$ cat config.mk
export PLATFORM = sky130hd
export DESIGN_NAME = sp2hp_convert
export DESIGN_NICKNAME = d
export VERILOG_FILES = /design/src/rtl/sp2hp_pkg.sv /design/src/rtl/sp2hp_rst_sync.sv /design/src/rtl/sp2hp_classify.sv /design/src/rtl/sp2hp_round.sv /design/src/rtl/sp2hp_pack.sv /design/src/rtl/sp2hp_convert.sv
export SDC_FILE = /design/constraint.sdc
export NUM_CORES = 1
export LEC_CHECK = 0
export BUFFER_PORTS_ARGS = -buffer_cell sky130_fd_sc_hd__clkbuf_2
export CELL_PAD_IN_SITES_DETAIL_PLACEMENT = 1
export CELL_PAD_IN_SITES_GLOBAL_PLACEMENT = 1
export CORE_MARGIN = 2
export CORE_UTILIZATION = 45
export CTS_CLUSTER_SIZE = 10
export DETAILED_ROUTE_END_ITERATION = 16
export PLACE_DENSITY_LB_ADDON = 0.1
export SETUP_SLACK_MARGIN = 0.15
export SLEW_MARGIN = 20
export SYNTH_ARGS = -nofsm -noshare
export SYNTH_HDL_FRONTEND = slang
export SYNTH_HIERARCHICAL = 1
export SYNTH_SLANG_ARGS = --single-unit
$ cat constraint.sdc
create_clock -name clk -period 0.98 [get_ports clk]
set_clock_uncertainty 0.05 [all_clocks]
set_input_delay 0 -clock clk [delete_from_list [all_inputs] [get_ports clk]]
set_output_delay 0 -clock clk [all_outputs]
set_load 0.02 [all_outputs]
$ cat src/rtl/sp2hp_pkg.sv
package sp2hp_pkg;

  localparam int SP_EXP_W  = 8;
  localparam int SP_FRAC_W = 23;
  localparam int SP_W      = 1 + SP_EXP_W + SP_FRAC_W;
  localparam int SP_BIAS   = (1 << (SP_EXP_W - 1)) - 1;

  localparam int HP_EXP_W  = 5;
  localparam int HP_MANT_W = 10;
  localparam int HP_W      = 1 + HP_EXP_W + HP_MANT_W;
  localparam int HP_BIAS   = (1 << (HP_EXP_W - 1)) - 1;

  // significand with hidden bit, bits dropped in the normal range
  localparam int SIG_W     = SP_FRAC_W + 1;
  localparam int DROP_NORM = SP_FRAC_W - HP_MANT_W;
  // one guard position above the significand for the deepest shift
  localparam int XSIG_W    = SIG_W + 1;
  localparam int DROP_W    = $clog2(XSIG_W + 1);
  localparam int UEXP_W    = SP_EXP_W + 2;

  localparam int EMIN_NORM = 1 - HP_BIAS;                 // -14
  localparam int EMIN_SUB  = EMIN_NORM - HP_MANT_W;       // -24
  localparam int EMAX_STD  = HP_BIAS;                     // 15
  localparam int EMAX_ALT  = HP_BIAS + 1;                 // 16

  localparam logic [HP_W-2:0] MAG_INF  = {{HP_EXP_W{1'b1}}, {HP_MANT_W{1'b0}}};
  localparam logic [HP_W-2:0] MAG_MAX  = {HP_EXP_W + HP_MANT_W{1'b1}};
  localparam logic [HP_W-1:0] CANON_NAN =
    {1'b0, {HP_EXP_W{1'b1}}, 1'b1, {HP_MANT_W-1{1'b0}}};

  typedef enum logic [2:0] {
    CLS_ZERO,
    CLS_FINITE,
    CLS_INF,
    CLS_QNAN,
    CLS_SNAN
  } in_class_e;

  typedef struct packed {
    logic invalid;
    logic overflow;
    logic underflow;
    logic inexact;
  } exc_flags_t;

endpackage

$ cat src/rtl/sp2hp_rst_sync.sv
module sp2hp_rst_sync #(
  parameter int STAGES = 2
) (
  input  logic clk,
  input  logic rst_n,
  output logic rst_sync_n
);

  logic [STAGES-1:0] chain_q;

  always_ff @(posedge clk or negedge rst_n) begin
    if (!rst_n) chain_q <= '0;
    else        chain_q <= {chain_q[STAGES-2:0], 1'b1};
  end

  assign rst_sync_n = chain_q[STAGES-1];

endmodule

$ cat src/rtl/sp2hp_classify.sv
module sp2hp_classify
  import sp2hp_pkg::*;
(
  input  logic [SP_W-1:0]          op,
  output in_class_e                cls,
  output logic                     sign,
  output logic signed [UEXP_W-1:0] unb_exp,
  output logic [SIG_W-1:0]         sig,
  output logic [HP_MANT_W-1:0]     payload
);

  logic [SP_EXP_W-1:0]  exp_f;
  logic [SP_FRAC_W-1:0] frac_f;
  logic                 exp_ones;
  logic                 exp_zero;
  logic                 frac_zero;

  assign sign   = op[SP_W-1];
  assign exp_f  = op[SP_W-2 -: SP_EXP_W];
  assign frac_f = op[SP_FRAC_W-1:0];

  assign exp_ones  = &exp_f;
  assign exp_zero  = ~|exp_f;
  assign frac_zero = ~|frac_f;

  always_comb begin
    if (exp_ones && frac_zero)       cls = CLS_INF;
    else if (exp_ones)               cls = frac_f[SP_FRAC_W-1] ? CLS_QNAN : CLS_SNAN;
    else if (exp_zero && frac_zero)  cls = CLS_ZERO;
    else                             cls = CLS_FINITE;
  end

  // hidden bit restored unconditionally; single subnormals land far below
  // the half range and only contribute to the sticky bit
  assign sig     = {1'b1, frac_f};
  assign unb_exp = $signed({2'b00, exp_f}) - UEXP_W'(SP_BIAS);
  assign payload = frac_f[SP_FRAC_W-1 -: HP_MANT_W];

endmodule

$ cat src/rtl/sp2hp_round.sv
module sp2hp_round
  import sp2hp_pkg::*;
(
  input  logic signed [UEXP_W-1:0] unb_exp,
  input  logic [SIG_W-1:0]         sig,
  output logic signed [UEXP_W-1:0] rnd_exp,
  output logic [HP_W-2:0]          rnd_field,
  output logic                     rnd_inexact,
  output logic                     tiny
);

  localparam int KEEP_W = HP_MANT_W + 2;

  logic [XSIG_W-1:0] xsig;
  logic [DROP_W-1:0] drop_n;
  logic [KEEP_W-1:0] kept;
  logic [KEEP_W-1:0] rounded;
  logic [XSIG_W-1:0] below_mask;
  logic              half_bit;
  logic              sticky;
  logic              round_up;
  logic              carry;
  logic [HP_EXP_W-1:0] norm_exp;

  assign xsig = {1'b0, sig};
  assign tiny = (unb_exp < UEXP_W'(EMIN_NORM));

  // number of low significand bits that leave the result
  always_comb begin
    if (!tiny)
      drop_n = DROP_W'(DROP_NORM);
    else if (unb_exp < UEXP_W'(EMIN_SUB - 1))
      drop_n = DROP_W'(XSIG_W);
    else
      drop_n = DROP_W'(-UEXP_W'(1) - unb_exp);
  end

  assign kept       = KEEP_W'(xsig >> drop_n);
  assign half_bit   = xsig[DROP_W'(drop_n - DROP_W'(1))];
  assign below_mask = (XSIG_W'(1) << (drop_n - DROP_W'(1))) - XSIG_W'(1);
  assign sticky     = |(xsig & below_mask);

  assign round_up    = half_bit && (sticky || kept[0]);
  assign rnd_inexact = half_bit || sticky;
  assign rounded     = kept + KEEP_W'(round_up);
  assign carry       = rounded[KEEP_W-1];

  assign rnd_exp  = unb_exp + UEXP_W'(carry);
  assign norm_exp = HP_EXP_W'(rnd_exp + UEXP_W'(HP_BIAS));

  always_comb begin
    if (tiny)
      // subnormal: a carry out of the mantissa lands in the exponent field
      rnd_field = (HP_W-1)'(rounded);
    else
      rnd_field = {norm_exp, rounded[HP_MANT_W-1:0]};
  end

endmodule

$ cat src/rtl/sp2hp_pack.sv
module sp2hp_pack
  import sp2hp_pkg::*;
(
  input  logic                     clk,
  input  logic                     rst_n,
  input  logic                     vld,
  input  logic                     alt,
  input  logic                     dn,
  input  in_class_e                cls,
  input  logic                     sign,
  input  logic [HP_MANT_W-1:0]     payload,
  input  logic signed [UEXP_W-1:0] rnd_exp,
  input  logic [HP_W-2:0]          rnd_field,
  input  logic                     rnd_inexact,
  input  logic                     tiny,
  output logic [HP_W-1:0]          res,
  output exc_flags_t               flags
);

  logic nan_fwd;

  assign nan_fwd = !dn && (payload != '0);

  always_comb begin
    res   = '0;
    flags = '0;
    unique case (cls)
      CLS_ZERO: begin
        res = {sign, {HP_W-1{1'b0}}};
      end
      CLS_INF: begin
        if (alt) begin
          res           = {sign, MAG_MAX};
          flags.invalid = 1'b1;
        end else begin
          res = {sign, MAG_INF};
        end
      end
      CLS_QNAN, CLS_SNAN: begin
        flags.invalid = (cls == CLS_SNAN);
        if (alt)          res = {sign, {HP_W-1{1'b0}}};
        else if (nan_fwd) res = {sign, {HP_EXP_W{1'b1}}, payload};
        else              res = CANON_NAN;
      end
      default: begin
        if (!alt && rnd_exp > UEXP_W'(EMAX_STD)) begin
          res            = {sign, MAG_INF};
          flags.overflow = 1'b1;
          flags.inexact  = 1'b1;
        end else if (alt && rnd_exp > UEXP_W'(EMAX_ALT)) begin
          res           = {sign, MAG_MAX};
          flags.invalid = 1'b1;
          flags.inexact = 1'b1;
        end else begin
          res             = {sign, rnd_field};
          flags.inexact   = rnd_inexact;
          flags.underflow = tiny && rnd_inexact;
        end
      end
    endcase
  end

  AST_ALT_NO_OVERFLOW: assert property (@(posedge clk) disable iff (!rst_n)
    (vld && alt) |-> !flags.overflow);

  AST_UNDERFLOW_INEXACT: assert property (@(posedge clk) disable iff (!rst_n)
    (vld && flags.underflow) |-> flags.inexact);

  AST_OVERFLOW_IS_INF: assert property (@(posedge clk) disable iff (!rst_n)
    (vld && flags.overflow) |-> (res[HP_W-2:0] == MAG_INF));

  AST_ZERO_SIGNED: assert property (@(posedge clk) disable iff (!rst_n)
    (vld && cls == CLS_ZERO) |-> (res == {sign, {HP_W-1{1'b0}}} && flags == '0));

  AST_STD_INF_QUIET: assert property (@(posedge clk) disable iff (!rst_n)
    (vld && !alt && cls == CLS_INF) |-> (flags == '0));

  AST_QNAN_NO_FLAG: assert property (@(posedge clk) disable iff (!rst_n)
    (vld && cls == CLS_QNAN) |-> (flags == '0));

endmodule

$ cat src/rtl/sp2hp_convert.sv
module sp2hp_convert
  import sp2hp_pkg::*;
(
  input  logic            clk,
  input  logic            rst_n,
  input  logic            in_valid,
  input  logic [31:0]     in_data,
  input  logic            alt_fmt,
  input  logic            dflt_nan,
  output logic            out_valid,
  output logic [15:0]     out_data,
  output logic            flag_invalid,
  output logic            flag_overflow,
  output logic            flag_underflow,
  output logic            flag_inexact
);

  logic                     rst_sync_n;
  in_class_e                cls;
  logic                     sign;
  logic signed [UEXP_W-1:0] unb_exp;
  logic [SIG_W-1:0]         sig;
  logic [HP_MANT_W-1:0]     payload;
  logic signed [UEXP_W-1:0] rnd_exp;
  logic [HP_W-2:0]          rnd_field;
  logic                     rnd_inexact;
  logic                     tiny;
  logic [HP_W-1:0]          res_c;
  exc_flags_t               flags_c;

  logic                     valid_d, valid_q;
  logic [HP_W-1:0]          res_d, res_q;
  exc_flags_t               flags_d, flags_q;

  sp2hp_rst_sync #(.STAGES(2)) u_rst_sync (
    .clk        (clk),
    .rst_n      (rst_n),
    .rst_sync_n (rst_sync_n)
  );

  sp2hp_classify u_classify (
    .op      (in_data),
    .cls     (cls),
    .sign    (sign),
    .unb_exp (unb_exp),
    .sig     (sig),
    .payload (payload)
  );

  sp2hp_round u_round (
    .unb_exp     (unb_exp),
    .sig         (sig),
    .rnd_exp     (rnd_exp),
    .rnd_field   (rnd_field),
    .rnd_inexact (rnd_inexact),
    .tiny        (tiny)
  );

  sp2hp_pack u_pack (
    .clk         (clk),
    .rst_n       (rst_sync_n),
    .vld         (in_valid),
    .alt         (alt_fmt),
    .dn          (dflt_nan),
    .cls         (cls),
    .sign        (sign),
    .payload     (payload),
    .rnd_exp     (rnd_exp),
    .rnd_field   (rnd_field),
    .rnd_inexact (rnd_inexact),
    .tiny        (tiny),
    .res         (res_c),
    .flags       (flags_c)
  );

  // next state: result registers enabled by in_valid
  always_comb begin
    valid_d = in_valid;
    res_d   = res_q;
    flags_d = flags_q;
    if (in_valid) begin
      res_d   = res_c;
      flags_d = flags_c;
    end
  end

  always_ff @(posedge clk or negedge rst_sync_n) begin
    if (!rst_sync_n) begin
      valid_q <= 1'b0;
      res_q   <= '0;
      flags_q <= '0;
    end else begin
      valid_q <= valid_d;
      res_q   <= res_d;
      flags_q <= flags_d;
    end
  end

  assign out_valid      = valid_q;
  assign out_data       = res_q;
  assign flag_invalid   = flags_q.invalid;
  assign flag_overflow  = flags_q.overflow;
  assign flag_underflow = flags_q.underflow;
  assign flag_inexact   = flags_q.inexact;

  AST_VALID_FOLLOWS: assert property (@(posedge clk) disable iff (!rst_sync_n)
    in_valid |=> out_valid);

  AST_VALID_DROPS: assert property (@(posedge clk) disable iff (!rst_sync_n)
    !in_valid |=> !out_valid);

  AST_IDLE_HOLDS: assert property (@(posedge clk) disable iff (!rst_sync_n)
    !in_valid |=> ($stable(out_data) && $stable(flag_inexact) && $stable(flag_invalid)));

endmodule

==> flow_summary_export.csv, run 1 <==
group,metric,value,unit
logic_synthesis,synth-main-ff-cell,"sky130_fd_sc_hd__dfrtp_1",
clock_network,cts.root.buffer_cell,"sky130_fd_sc_hd__clkbuf_8",
logic_synthesis,synth_sequential_area_ratio,12.4,%
logic_synthesis,ys_top_cells_by_area,"sky130_fd_sc_hd__dfrtp_1 (12%), sky130_fd_sc_hd__mux2_4 (6.5%), sky130_fd_sc_hd__buf_4 (6.1%)",
outcome,lastStage,"5_1_grt",
logic_synthesis,yosys.area.top_type,"sky130_fd_sc_hd__dfrtp_1",
logic_synthesis,synth_nets,654,
timing,timing.worst_endpoint.kind,"sequential cell input",
timing,timing.grt.repair.worst_endpoint,"out_data[13]$_DFFE_PN0P_/D",
logic_synthesis,synth_compound_gate_area_share,24.9,%
logic_synthesis,synth_adder_area_share,3.50,%
clock_network,clockBufferDepth,2,
logic_synthesis,async_flop_share,100,%
outcome,status,"stopped before the end",
logic_synthesis,yosys-mux-area-fraction,11.1,%
clock_network,cts_num_sinks,23,
placement,dp_cells,919,
global_route,grt-ovfl-total,426,
logic_synthesis,largest_family_of_logic_cells_by_synthesized_area,"simple AND/OR/NAND/NOR gates",
placement,io_buffers,57,
clock_network,h_tree_levels,1,
die,rows,37,
logic_synthesis,ys_ff_latch,23,
logic_synthesis,synth-xor-area-share,6.20,%
logic_synthesis,synthCells,604,
logic_synthesis,synth.most_common_cell,"sky130_fd_sc_hd__nand2_1",
logic_synthesis,netlist.area_leader.share,12.4,%
logic_synthesis,synth-warning-count,6,
logic_synthesis,post_synth_instance_area,0.00464,sq mm
die,io_pins,58,
logic_synthesis,yosys-top-cells-count,"sky130_fd_sc_hd__nand2_1 (54), sky130_fd_sc_hd__nor2_1 (41), sky130_fd_sc_hd__buf_4 (38)",
logic_synthesis,synth_cell_types,91,
logic_synthesis,syn_avg_cell_area,7.69,sq um
die,start_util,45.6,%
logic_synthesis,synth_enable_flop_cells,0,
outcome,error_message,"[ERROR GRT-0232] Routing congestion too high. Check the congestion heatmap in the GUI.",
die,floorplan.die.height,106,um
placement,place_congestion,0.995,
clock_network,cts_inserted_buffers,3,
global_route,grtUsageTotal,87.7,%
logic_synthesis,synth_simple_gate_area_share,30.2,%
die,horiz_die_dim,106,um
placement,hpwlAfterDp,17300,um
global_route,grt_max_degree,28,
==> timing repair <==
action,CTS
hold buffers,2
gates resized for setup,103
hold endpoints to repair,2
gates cloned,1
setup buffers,19
pin swaps,34
setup endpoints to repair,41
==> stage by stage <==
stage / hold WS (ns) / instance area (sq um) / utilization [%] / worst slack (ns)
after CTS: 0.00869 / 7000 / 68.7 / -4.12
after detailed placement: -0.264 / 6270 / 61.6 / -4.62
after floorplan: -0.346 / 4850 / - / -4.25
after global placement: -0.266 / 6270 / 61.6 / -4.28
==> logic make-up after synthesis <==
group                      count (synthesis)
buffers and inverters                     89
other                                      2
and+or+nand+nor                          247
adders and majority gates                 13
xor gates and xnor gates                  32
muxes                                     40
AOI/OAI and AO/OA                        158
DFF                                       23
==> metal layers <==
metal	overflow	global-route usage [%]
met3	8	69.0
met5	0	18.1
met2	266	108
met4	150	98.1
met1	2	84.2
==> run 2, diff against run 1 <==
--- a/config.mk
+++ b/config.mk
@@ -6,14 +6,10 @@
 export NUM_CORES = 1
 export LEC_CHECK = 0
 export BUFFER_PORTS_ARGS = -buffer_cell sky130_fd_sc_hd__clkbuf_2
-export CELL_PAD_IN_SITES_DETAIL_PLACEMENT = 1
-export CELL_PAD_IN_SITES_GLOBAL_PLACEMENT = 1
 export CORE_MARGIN = 2
-export CORE_UTILIZATION = 45
-export CTS_CLUSTER_SIZE = 10
+export CORE_UTILIZATION = 35
 export DETAILED_ROUTE_END_ITERATION = 16
-export PLACE_DENSITY_LB_ADDON = 0.1
-export SETUP_SLACK_MARGIN = 0.15
+export PLACE_DENSITY_LB_ADDON = 0.15
 export SLEW_MARGIN = 20
 export SYNTH_ARGS = -nofsm -noshare
 export SYNTH_HDL_FRONTEND = slang
==> flow_summary_export.csv, run 2 <==
group,metric,value,unit
outcome,status,"finished, violations left",
outcome,violations_in_the_final_reports,"negative setup slack",
global_route,wire_length_of_the_first_global_routing_pass,30000,um
global_route,grtUsageTotal,26.3,%
logic_synthesis,synthCells,604,
timing,slew-limit-headroom,50.7,%
final_layout,largest_register_ffs,16,
clock_network,tritoncts_clock_tree,"built",
global_route,first_global_vias,5556,
setup_path,crit_path_max_incr_delay,0.56,ns
final_layout,stdcell_count,1000,
logic_synthesis,netlist.area_leader.share,12.4,%
pwr,p_leak,3.09,nW
setup_path,timing.setup.critical_path_class,"input pin to flip-flop",
pwr,p_per_area,694,mW/mm^2
logic_synthesis,ys_ff_latch,23,
route,detail_route.wirelength,18700,um
pwr,ir_drop,0.677,mV
global_route,initial_antenna_violation_count,0,
final_layout,post-route-cell-area,0.00708,sq mm
worst_hold_path,worstHoldStart,"in_valid",
logic_synthesis,synth_enable_flop_cells,0,
timing,slew_worst_pin,0.733,ns
pwr,combinationalPowerShare,57.2,%
logic_synthesis,synth.most_common_cell,"sky130_fd_sc_hd__nand2_1",
clock_network,clockBufferDepth,2,
setup_path,reg2reg_depth,1,
setup_path,timing.critical_path.buf_inv,4,
die,start_util,35.5,%
timing,period_minus_slack,4.84,ns
placement,io_buffers,57,
route,first_pass_iters,5,
final_layout,nNetsFinal,875,
placement,hpwlAfterDp,14900,um
pwr,switching_share_of_power,39.3,%
placement,detailedPlace.worstSlack,-4.43,ns
die,floorplan.die.height,119,um
pwr,pwr-share-seq,23.2,%
setup_path,cp_max_fo,12,
route,first_iter_violations,420,
clock_network,cts_num_sinks,23,
route,post_drt_via_cell_ratio,5.59,
placement,dp_cells,979,
final_layout,drive_above_1_share,49.0,%
logic_synthesis,synth_sequential_area_ratio,12.4,%
placement,place_congestion,0.931,
clock_network,clock_latency,0.27,ns
pwr,finalPower,4.91,mW
placement,dpl_cell_area,0.00648,sq mm
final_layout,final_common_cell,"sky130_fd_sc_hd__buf_4",
route,post_route_antenna_net_violation_count,0,
final_layout,layout_common_cells,"sky130_fd_sc_hd__buf_4 (213), sky130_fd_sc_hd__nand2_1 (52), sky130_fd_sc_hd__clkbuf_2 (51), sky130_fd_sc_hd__nor2_1 (39), sky130_fd_sc_hd__a21oi_1 (30)",
setup_path,max_stage_delay_cell_worst_path,"sky130_fd_sc_hd__or4_4",
logic_synthesis,async_flop_share,100,%
die,dieArea,0.0142,sq mm
logic_synthesis,ys_top_cells_by_area,"sky130_fd_sc_hd__dfrtp_1 (12%), sky130_fd_sc_hd__mux2_4 (6.5%), sky130_fd_sc_hd__buf_4 (6.1%)",
setup_path,arrival,4.94,ns
timing,rsz_0062_raised_after_global_routing,"yes",
timing,timing_max_transition_violations_final,0,
timing,clock.fmax,207,MHz
setup_path,timing.critical_path.mode_cell,"sky130_fd_sc_hd__ha_4",
route,drc,0,
route,route.detailed.wl_per_inst,18.7,um
timing,final_period_util,494,%
setup_path,critPathCaptureType,"flip-flop",
worst_hold_path,whs_endpoint,"out_valid$_DFF_PN0_",
final_layout,antennaDiodeCount,0,
pwr,clock_power_share,19.6,%
setup_path,setup.worst_path.start_class,"input pin",
logic_synthesis,yosys.area.top_type,"sky130_fd_sc_hd__dfrtp_1",
logic_synthesis,synth-main-ff-cell,"sky130_fd_sc_hd__dfrtp_1",
die,placeable_core_region,0.0131,sq mm
logic_synthesis,synth_cell_types,91,
setup_path,critical_path.reg2reg.startpoint,"out_data[0]$_DFFE_PN0P_",
setup_path,critical_path.reg2reg.endpoint,"out_data[0]$_DFFE_PN0P_",
logic_synthesis,synth_nets,654,
pwr,switching_power,1.93,mW
clock_network,cts.root.buffer_cell,"sky130_fd_sc_hd__clkbuf_16",
clock_network,h_tree_levels,1,
timing,final-hold-violation-count,0,
setup_path,cpLargestDelayFamily,"simple AND/OR/NAND/NOR gates",
timing,final.setup.tns,-74.22,ns
logic_synthesis,yosys-top-cells-count,"sky130_fd_sc_hd__nand2_1 (54), sky130_fd_sc_hd__nor2_1 (41), sky130_fd_sc_hd__buf_4 (38)",
setup_path,critical_path_required,1.08,ns
logic_synthesis,syn_avg_cell_area,7.69,sq um
route,num_vias,5589,
global_route,grt-ovfl-total,0,
clock_network,path_clk_slew,0.07,ns
clock_network,cts_inserted_buffers,3,
pwr,p_int,2.98,mW
die,rows,42,
die,horiz_die_dim,119,um
global_route,grt_max_degree,28,
final_layout,layout-area-overhead-vs-synth,52.5,%
die,io_pins,58,
run,drv.max_cap_violation_count,0,
logic_synthesis,post_synth_instance_area,0.00464,sq mm
setup_path,reg2reg_setup_slack,0.14,ns
worst_hold_path,timing.hold.worst.class,"input pin to flip-flop",
logic_synthesis,synth-warning-count,6,
worst_hold_path,min_path_cells,2,
timing,finalSetupViolCount,20,
timing,worst_setup_slack_final,-3.86,ns
-- run 2: cell counts after synthesis --
No cell type changed its count.
-- run 2: stage by stage --
step	util, %	hold WS [ns]
finish	54.1	0.00970
global route	54.1	0.0182
CTS	52.6	0.00806
detailed placement	49.5	-0.263
global placement	49.5	-0.266
floorplan	-	-0.346
-- run 2: cell type report --
type | instances | area [sq um]
Fill cell | 1261 | 6010
Multi-Input combinational cell | 492 | 3950
Timing Repair Buffer | 286 | 2170
Sequential cell | 23 | 576
Tap cell | 176 | 220
Inverter | 19 | 77.6
Clock buffer | 3 | 75.1
Clock inverter | 1 | 7.51
-- run 2: worst max path at each step --
stage,slack (ns),to,cells past startpoint,from
final,-3.86,out_data[7]$_DFFE_PN0P_,25,in_data[23]
after global routing,-4.06,out_data[1]$_DFFE_PN0P_,28,in_data[23]
after CTS,-3.99,flag_inexact$_DFFE_PN0P_,26,in_data[23]
after detailed placement,-4.43,out_data[4]$_DFFE_PN0P_,25,in_data[24]
after global placement,-4.26,out_data[4]$_DFFE_PN0P_,25,in_data[23]
after floorplan,-4.25,out_data[7]$_DFFE_PN0P_,29,in_data[27]
-- run 2: metal layers --
metal / vias up / routed length, um / global-route usage, %
met2: 243 / 8450 / 41.3
met4: 0 / 349 / 7.14
met5: - / 0 / 0
met1: 2644 / 8530 / 37.6
li1: 2677 / - / -
met3: 25 / 1400 / 3.50
-- run 2: power groups by stage --
stage / clock network (mW) / logic, mW / registers (mW)
final: 0.963 / 2.81 / 1.14
after floorplan: 0 / 1.38 / 1.30
after detailed placement: 0 / 2.57 / 1.15
after CTS: 1.00 / 2.71 / 1.14
after global placement: 0 / 2.56 / 1.15
after global routing: 1.01 / 3.00 / 1.15
-- run 2: repair_timing --
| action | CTS | global route |
|---|---|---|
| endpoints found under the hold margin | 2 | 0 |
| setup buffers | 8 | 9 |
| pin swaps | 28 | 34 |
| gates resized for setup | 50 | 30 |
| endpoints found under the setup margin | 20 | 20 |
| hold buffers | 2 | 0 |
-- run 2: logic make-up (layout without fill, tap and decap cells) --
group,Yosys count,in the layout,synth area share (%)
compound gates,158,158,24.9
mux,40,40,11.1
buf+inv,89,309,11.5
fa+ha+maj,13,13,3.50
xor+xnor,32,32,6.20
flops,23,23,12.4
simple gates,247,247,30.2
other cells,2,2,0.162
Note: power is estimated with default switching activity, not from simulation.
==> run 3, diff against run 2 <==
--- a/config.mk
+++ b/config.mk
@@ -6,7 +6,8 @@
 export NUM_CORES = 1
 export LEC_CHECK = 0
 export BUFFER_PORTS_ARGS = -buffer_cell sky130_fd_sc_hd__clkbuf_2
-export CORE_MARGIN = 2
+export CORE_ASPECT_RATIO = 1.5
+export CORE_MARGIN = 1
 export CORE_UTILIZATION = 35
 export DETAILED_ROUTE_END_ITERATION = 16
 export PLACE_DENSITY_LB_ADDON = 0.15
@@ -15,3 +16,4 @@
 export SYNTH_HDL_FRONTEND = slang
 export SYNTH_HIERARCHICAL = 1
 export SYNTH_SLANG_ARGS = --single-unit
+export TNS_END_PERCENT = 5
==> flow_summary_export.csv, run 3 (same netlist as run 2, synthesis figures left out) <==
group,metric,value,unit
die,floorplan.die.height,143,um
outcome,status,"finished, violations left",
route,drc,0,
final_layout,largest_register_ffs,16,
pwr,p_leak,2.94,nW
setup_path,critical_path_required,1.07,ns
timing,slew-limit-headroom,62.2,%
timing,final-hold-violation-count,0,
clock_network,clock_latency,0.26,ns
pwr,pwr-share-seq,24.2,%
clock_network,cts_inserted_buffers,3,
worst_hold_path,timing.hold.worst.class,"input pin to asynchronous set/reset pin",
placement,dp_cells,950,
route,first_iter_violations,336,
timing,rsz_0062_raised_after_global_routing,"yes",
clock_network,cts_num_sinks,23,
pwr,clock_power_share,18.5,%
global_route,grt_max_degree,28,
outcome,violations_in_the_final_reports,"negative setup slack",
route,num_vias,5472,
setup_path,reg2reg_setup_slack,0.14,ns
global_route,first_global_vias,5801,
clock_network,path_clk_slew,0.06,ns
route,route.detailed.wl_per_inst,20.6,um
final_layout,drive_above_1_share,46.5,%
final_layout,nNetsFinal,857,
die,horiz_die_dim,96.0,um
placement,hpwlAfterDp,16200,um
route,post_route_antenna_net_violation_count,0,
die,start_util,35.8,%
final_layout,final_common_cell,"sky130_fd_sc_hd__buf_4",
global_route,grt-ovfl-total,0,
global_route,grtUsageTotal,29.5,%
setup_path,critical_path.reg2reg.startpoint,"out_data[1]$_DFFE_PN0P_",
clock_network,h_tree_levels,1,
pwr,p_per_area,703,mW/mm^2
clock_network,clockBufferDepth,2,
route,detail_route.wirelength,19900,um
global_route,initial_antenna_violation_count,0,
die,io_pins,58,
pwr,p_int,2.88,mW
final_layout,layout-area-overhead-vs-synth,44.2,%
setup_path,crit_path_max_incr_delay,0.54,ns
setup_path,max_stage_delay_cell_worst_path,"sky130_fd_sc_hd__or4_4",
timing,worst_setup_slack_final,-3.91,ns
timing,clock.fmax,204,MHz
route,first_pass_iters,5,
run,drv.max_cap_violation_count,0,
clock_network,cts.root.buffer_cell,"sky130_fd_sc_hd__clkbuf_16",
setup_path,timing.critical_path.mode_cell,"sky130_fd_sc_hd__ha_4",
setup_path,timing.setup.critical_path_class,"input pin to flip-flop",
setup_path,setup.worst_path.start_class,"input pin",
placement,place_congestion,0.916,
die,rows,51,
timing,timing_max_transition_violations_final,0,
pwr,switching_share_of_power,38.7,%
timing,slew_worst_pin,0.553,ns
final_layout,antennaDiodeCount,0,
final_layout,stdcell_count,965,
setup_path,reg2reg_depth,1,
die,dieArea,0.0137,sq mm
setup_path,critical_path.reg2reg.endpoint,"out_data[1]$_DFFE_PN0P_",
timing,finalSetupViolCount,20,
clock_network,tritoncts_clock_tree,"built",
setup_path,critPathCaptureType,"flip-flop",
pwr,switching_power,1.82,mW
setup_path,cp_max_fo,6,
timing,final_period_util,499,%
pwr,combinationalPowerShare,57.3,%
die,placeable_core_region,0.0130,sq mm
pwr,ir_drop,0.731,mV
final_layout,final_core_utilization,51.7,%
timing,period_minus_slack,4.89,ns
setup_path,arrival,4.99,ns
global_route,wire_length_of_the_first_global_routing_pass,30700,um
final_layout,layout_common_cells,"sky130_fd_sc_hd__buf_4 (205), sky130_fd_sc_hd__clkbuf_2 (55), sky130_fd_sc_hd__nand2_1 (53), sky130_fd_sc_hd__nor2_1 (39), sky130_fd_sc_hd__a21oi_1 (29)",
placement,io_buffers,57,
route,post_drt_via_cell_ratio,5.67,
## run 3: changes by cell type in the layout (fill, tap and decap cells not counted), sizes merged
cell	change
clkinvlp	-1
o21a	+1
dlygate4sd3	-1
buf	-19
clkinv	+1
clkbuf	+1
## run 3: cell type report
cell class              count  area [sq um]
fillers                  1255          6260
multi-input cells         493          3850
repair buffers            267          1910
flip-flops and latches     23           576
well taps                 159           199
inverters                  19          77.6
clock buffers               3          75.1
clock inverters             1          5.00
## run 3: worst max-delay path, delay by kind of cell
family / cells / cell delay, ns
buffers and inverters: 3 / 0.32
adder cells (fa/ha/maj): 4 / 0.91
AO/OA/AOI/OAI: 4 / 0.79
AND/OR/NAND/NOR: 9 / 1.83
multiplexers: 3 / 0.83
XOR/XNOR: 2 / 0.26
## run 3: what timing repair did
action / CTS / global route
endpoints found under the hold margin: 2 / 0
hold buffers: 1 / 0
buffers inserted: 9 / 1
setup endpoints to repair: 20 / 20
cloned: 1 / 0
gates resized for setup: 35 / 8
pin swaps: 22 / 9
## run 3: how the worst max path moves through the flow
stage | from | endpoint | depth (start not counted)
floorplan | in_data[27] | out_data[7]$_DFFE_PN0P_ | 29
global placement | in_data[23] | out_data[4]$_DFFE_PN0P_ | 25
detailed placement | in_data[23] | out_data[4]$_DFFE_PN0P_ | 25
CTS | in_data[23] | out_data[12]$_DFFE_PN0P_ | 25
global route | in_data[23] | out_data[12]$_DFFE_PN0P_ | 27
finish | in_data[23] | out_data[12]$_DFFE_PN0P_ | 25
## run 3: through the flow
stage / area [sq um] / power, mW / setup WS [ns] / TNS (ns) / hold slack [ns]
after floorplan: 4820 / 2.68 / -4.25 / -80.66 / -0.346
after global placement: 6350 / 3.69 / -4.37 / -83.04 / -0.265
after detailed placement: 6350 / 3.72 / -4.54 / -85.85 / -0.264
after CTS: 6650 / 4.69 / -3.96 / -75.37 / 0.00490
after global routing: 6690 / 4.96 / -4.11 / -78.03 / 0.0206
final: 6690 / 4.70 / -3.91 / -74.25 / 0.0106
## run 3: metal layers
metal | up-vias | GRT usage (%) | share of wire [%]
met4 | 0 | 20.3 | 7.5
met1 | 2608 | 28.1 | 34
met2 | 170 | 57.6 | 55
met3 | 79 | 2.13 | 3.3
li1 | 2615 | - | -
met5 | - | 0 | 0
## run 3: power by group through the flow
stage	clock network (mW)	registers, mW	logic (mW)
2_1_floorplan	0	1.30	1.38
6_report	0.868	1.14	2.70
5_1_grt	0.919	1.16	2.89
4_1_cts	0.891	1.14	2.66
3_5_place_dp	0	1.16	2.56
3_3_place_gp	0	1.15	2.54
==> run 4, diff against run 3 <==
--- a/config.mk
+++ b/config.mk
@@ -8,7 +8,7 @@
 export BUFFER_PORTS_ARGS = -buffer_cell sky130_fd_sc_hd__clkbuf_2
 export CORE_ASPECT_RATIO = 1.5
 export CORE_MARGIN = 1
-export CORE_UTILIZATION = 35
+export CORE_UTILIZATION = 55
 export DETAILED_ROUTE_END_ITERATION = 16
 export PLACE_DENSITY_LB_ADDON = 0.15
 export SLEW_MARGIN = 20
==> constraint.sdc (replaced) <==
create_clock -name clk -period 5.1 [get_ports clk]
set_clock_uncertainty 0.05 [all_clocks]
set_input_delay 0 -clock clk [delete_from_list [all_inputs] [get_ports clk]]
set_output_delay 0 -clock clk [all_outputs]
set_load 0.02 [all_outputs]
==> flow_summary_export.csv, run 4 (same netlist as run 2, synthesis figures left out) <==
group,metric,value,unit
global_route,initial_antenna_violation_count,0,
clock_network,path_clk_slew,0.06,ns
setup_path,cp_max_fo,8,
timing,worst_setup_slack_final,-0.0727,ns
setup_path,arrival,5.27,ns
route,post_route_antenna_net_violation_count,0,
final_layout,drive_above_1_share,35.7,%
die,rows,40,
worst_hold_path,timing.hold.worst.class,"input pin to asynchronous set/reset pin",
route,detail_route.wirelength,18500,um
setup_path,reg2reg_setup_slack,4.14,ns
pwr,p_per_area,151,mW/mm^2
global_route,first_global_vias,5282,
clock_network,cts_inserted_buffers,3,
route,first_iter_violations,547,
timing,final_period_util,101,%
die,io_pins,58,
placement,detailedPlace.worstSlack,-0.280,ns
die,floorplan.die.height,115,um
final_layout,largest_register_ffs,16,
outcome,status,"finished, violations left",
clock_network,cts.root.buffer_cell,"sky130_fd_sc_hd__clkbuf_16",
setup_path,critical_path_required,5.20,ns
placement,hpwlAfterDp,13700,um
outcome,violations_in_the_final_reports,"negative hold slack, negative setup slack",
timing,clock.fmax,193,MHz
clock_network,clockBufferDepth,2,
route,route.detailed.wl_per_inst,23.4,um
setup_path,setup.worst_path.start_class,"input pin",
route,post_drt_via_cell_ratio,6.83,
final_layout,layout_common_cells,"sky130_fd_sc_hd__buf_4 (90), sky130_fd_sc_hd__clkbuf_2 (56), sky130_fd_sc_hd__nand2_1 (53), sky130_fd_sc_hd__nor2_1 (38), sky130_fd_sc_hd__a21oi_1 (31)",
global_route,wire_length_of_the_first_global_routing_pass,27500,um
route,num_vias,5406,
die,horiz_die_dim,77.0,um
pwr,ir_drop,0.224,mV
final_layout,final_common_cell,"sky130_fd_sc_hd__buf_4",
timing,finalSetupViolCount,1,
placement,dp_cells,778,
route,first_pass_iters,6,
run,drv.max_cap_violation_count,0,
final_layout,antennaDiodeCount,0,
final_layout,nNetsFinal,737,
timing,timing_max_transition_violations_final,0,
timing,slew_worst_pin,1.05,ns
timing,period_minus_slack,5.17,ns
setup_path,timing.setup.critical_path_class,"input pin to flip-flop",
timing,rsz_0062_raised_after_global_routing,"yes",
die,placeable_core_region,0.00811,sq mm
final_layout,stdcell_count,791,
global_route,grt_max_degree,28,
timing,slew-limit-headroom,30.1,%
timing,final-hold-violation-count,2,
final_layout,filler_cell_count,659,
placement,place_congestion,1.02,
final_layout,layout-area-overhead-vs-synth,21.2,%
placement,io_buffers,57,
die,dieArea,0.00882,sq mm
timing,fin_hold_ws,-0.00370,ns
global_route,grtUsageTotal,40.1,%
clock_network,cts_num_sinks,23,
clock_network,clock_latency,0.26,ns
clock_network,tritoncts_clock_tree,"built",
setup_path,critPathCaptureType,"flip-flop",
route,drc,0,
die,start_util,57.3,%
global_route,grt-ovfl-total,0,
final_layout,post-route-cell-area,0.00562,sq mm
pwr,p_leak,2.33,nW
clock_network,h_tree_levels,1,
placement,dpl_cell_area,0.00536,sq mm
run 4: final timing paths:
path | to | cells after the start | start
hold reg to reg | out_data[2]$_DFFE_PN0P_ | 0 | u_rst_sync/chain_q[1]$_DFF_PN0_
min in group clk | out_data[15]$_DFFE_PN0P_ | 3 | in_data[31]
max in group asynchronous | out_data[10]$_DFFE_PN0P_ | 0 | u_rst_sync/chain_q[1]$_DFF_PN0_
setup / recovery | out_data[9]$_DFFE_PN0P_ | 27 | in_data[25]
setup reg to reg | out_data[10]$_DFFE_PN0P_ | 0 | u_rst_sync/chain_q[1]$_DFF_PN0_
hold / removal | u_rst_sync/chain_q[1]$_DFF_PN0_ | 2 | rst_n
run 4: layout make-up:
class | instances | area [sq um] | share of cell area (%)
multi-input combinational | 492 | 3780 | 67.3
clock inverter | 1 | 5.00 | 0.0890
clock buffer | 3 | 75.1 | 1.33
timing repair buffer | 148 | 977 | 17.4
tap | 105 | 131 | 2.34
inverter | 19 | 77.6 | 1.38
sequential | 23 | 576 | 10.2
run 4: per-stage QoR:
step | hold slack, ns | utilization [%] | power, mW | TNS [ns]
4_1_cts | 0.00118 | 67.2 | 0.815 | 0
3_5_place_dp | -0.261 | 66.1 | 0.643 | -2.54
6_report | -0.00370 | 69.4 | 0.851 | -0.0727
5_1_grt | 0.0111 | 69.4 | 0.884 | -1.72
2_1_floorplan | -0.346 | - | 0.514 | -1.64
3_3_place_gp | -0.264 | 66.1 | 0.630 | -0.0106
run 4: per-layer routing:
metal	track usage, %	wire length, um
met1	38.0	6120
met2	77.2	9670
met3	3.11	1070
met4	34.0	1630
met5	0	0
run 4: critical path, cell delays in order:
cell	delay [ns]
sky130_fd_sc_hd__clkbuf_2	0.11
sky130_fd_sc_hd__and3_4	0.20
sky130_fd_sc_hd__nand3_4	0.10
sky130_fd_sc_hd__nor2_4	0.11
sky130_fd_sc_hd__xnor2_2	0.13
sky130_fd_sc_hd__and3_4	0.24
sky130_fd_sc_hd__nand4_4	0.14
sky130_fd_sc_hd__nor2_4	0.15
sky130_fd_sc_hd__inv_4	0.05
sky130_fd_sc_hd__ha_4	0.18
sky130_fd_sc_hd__ha_4	0.25
sky130_fd_sc_hd__buf_4	0.18
sky130_fd_sc_hd__a311oi_2	0.27
sky130_fd_sc_hd__a21oi_1	0.17
sky130_fd_sc_hd__o31ai_4	0.31
sky130_fd_sc_hd__nand4_2	0.13
sky130_fd_sc_hd__nor3_2	0.20
sky130_fd_sc_hd__ha_2	0.22
sky130_fd_sc_hd__buf_4	0.12
sky130_fd_sc_hd__ha_4	0.14
sky130_fd_sc_hd__nand4_1	0.14
sky130_fd_sc_hd__xnor2_1	0.17
sky130_fd_sc_hd__or4_4	0.54
sky130_fd_sc_hd__o21a_4	0.28
sky130_fd_sc_hd__nor3_1	0.27
sky130_fd_sc_hd__o21ai_0	0.17
sky130_fd_sc_hd__mux2_4	0.30
run 4: report_power, final:
| group | leakage, nW | switching (mW) | total, mW | internal, mW |
|---|---|---|---|---|
| Clock | 0.0409 | 0.0703 | 0.176 | 0.106 |
| Sequential | 0.276 | 0.0181 | 0.223 | 0.205 |
| Combinational | 2.01 | 0.262 | 0.452 | 0.190 |
| Total | 2.33 | 0.351 | 0.851 | 0.500 |
run 4: repair_timing:
action                                 CTS  global route
endpoints found under the hold margin    2             0
cloned                                   0             0
pin swaps                                0            20
hold buffers                             1             0
buffers inserted                         0             8
setup endpoints to repair                1            18
resized for setup                        1            29
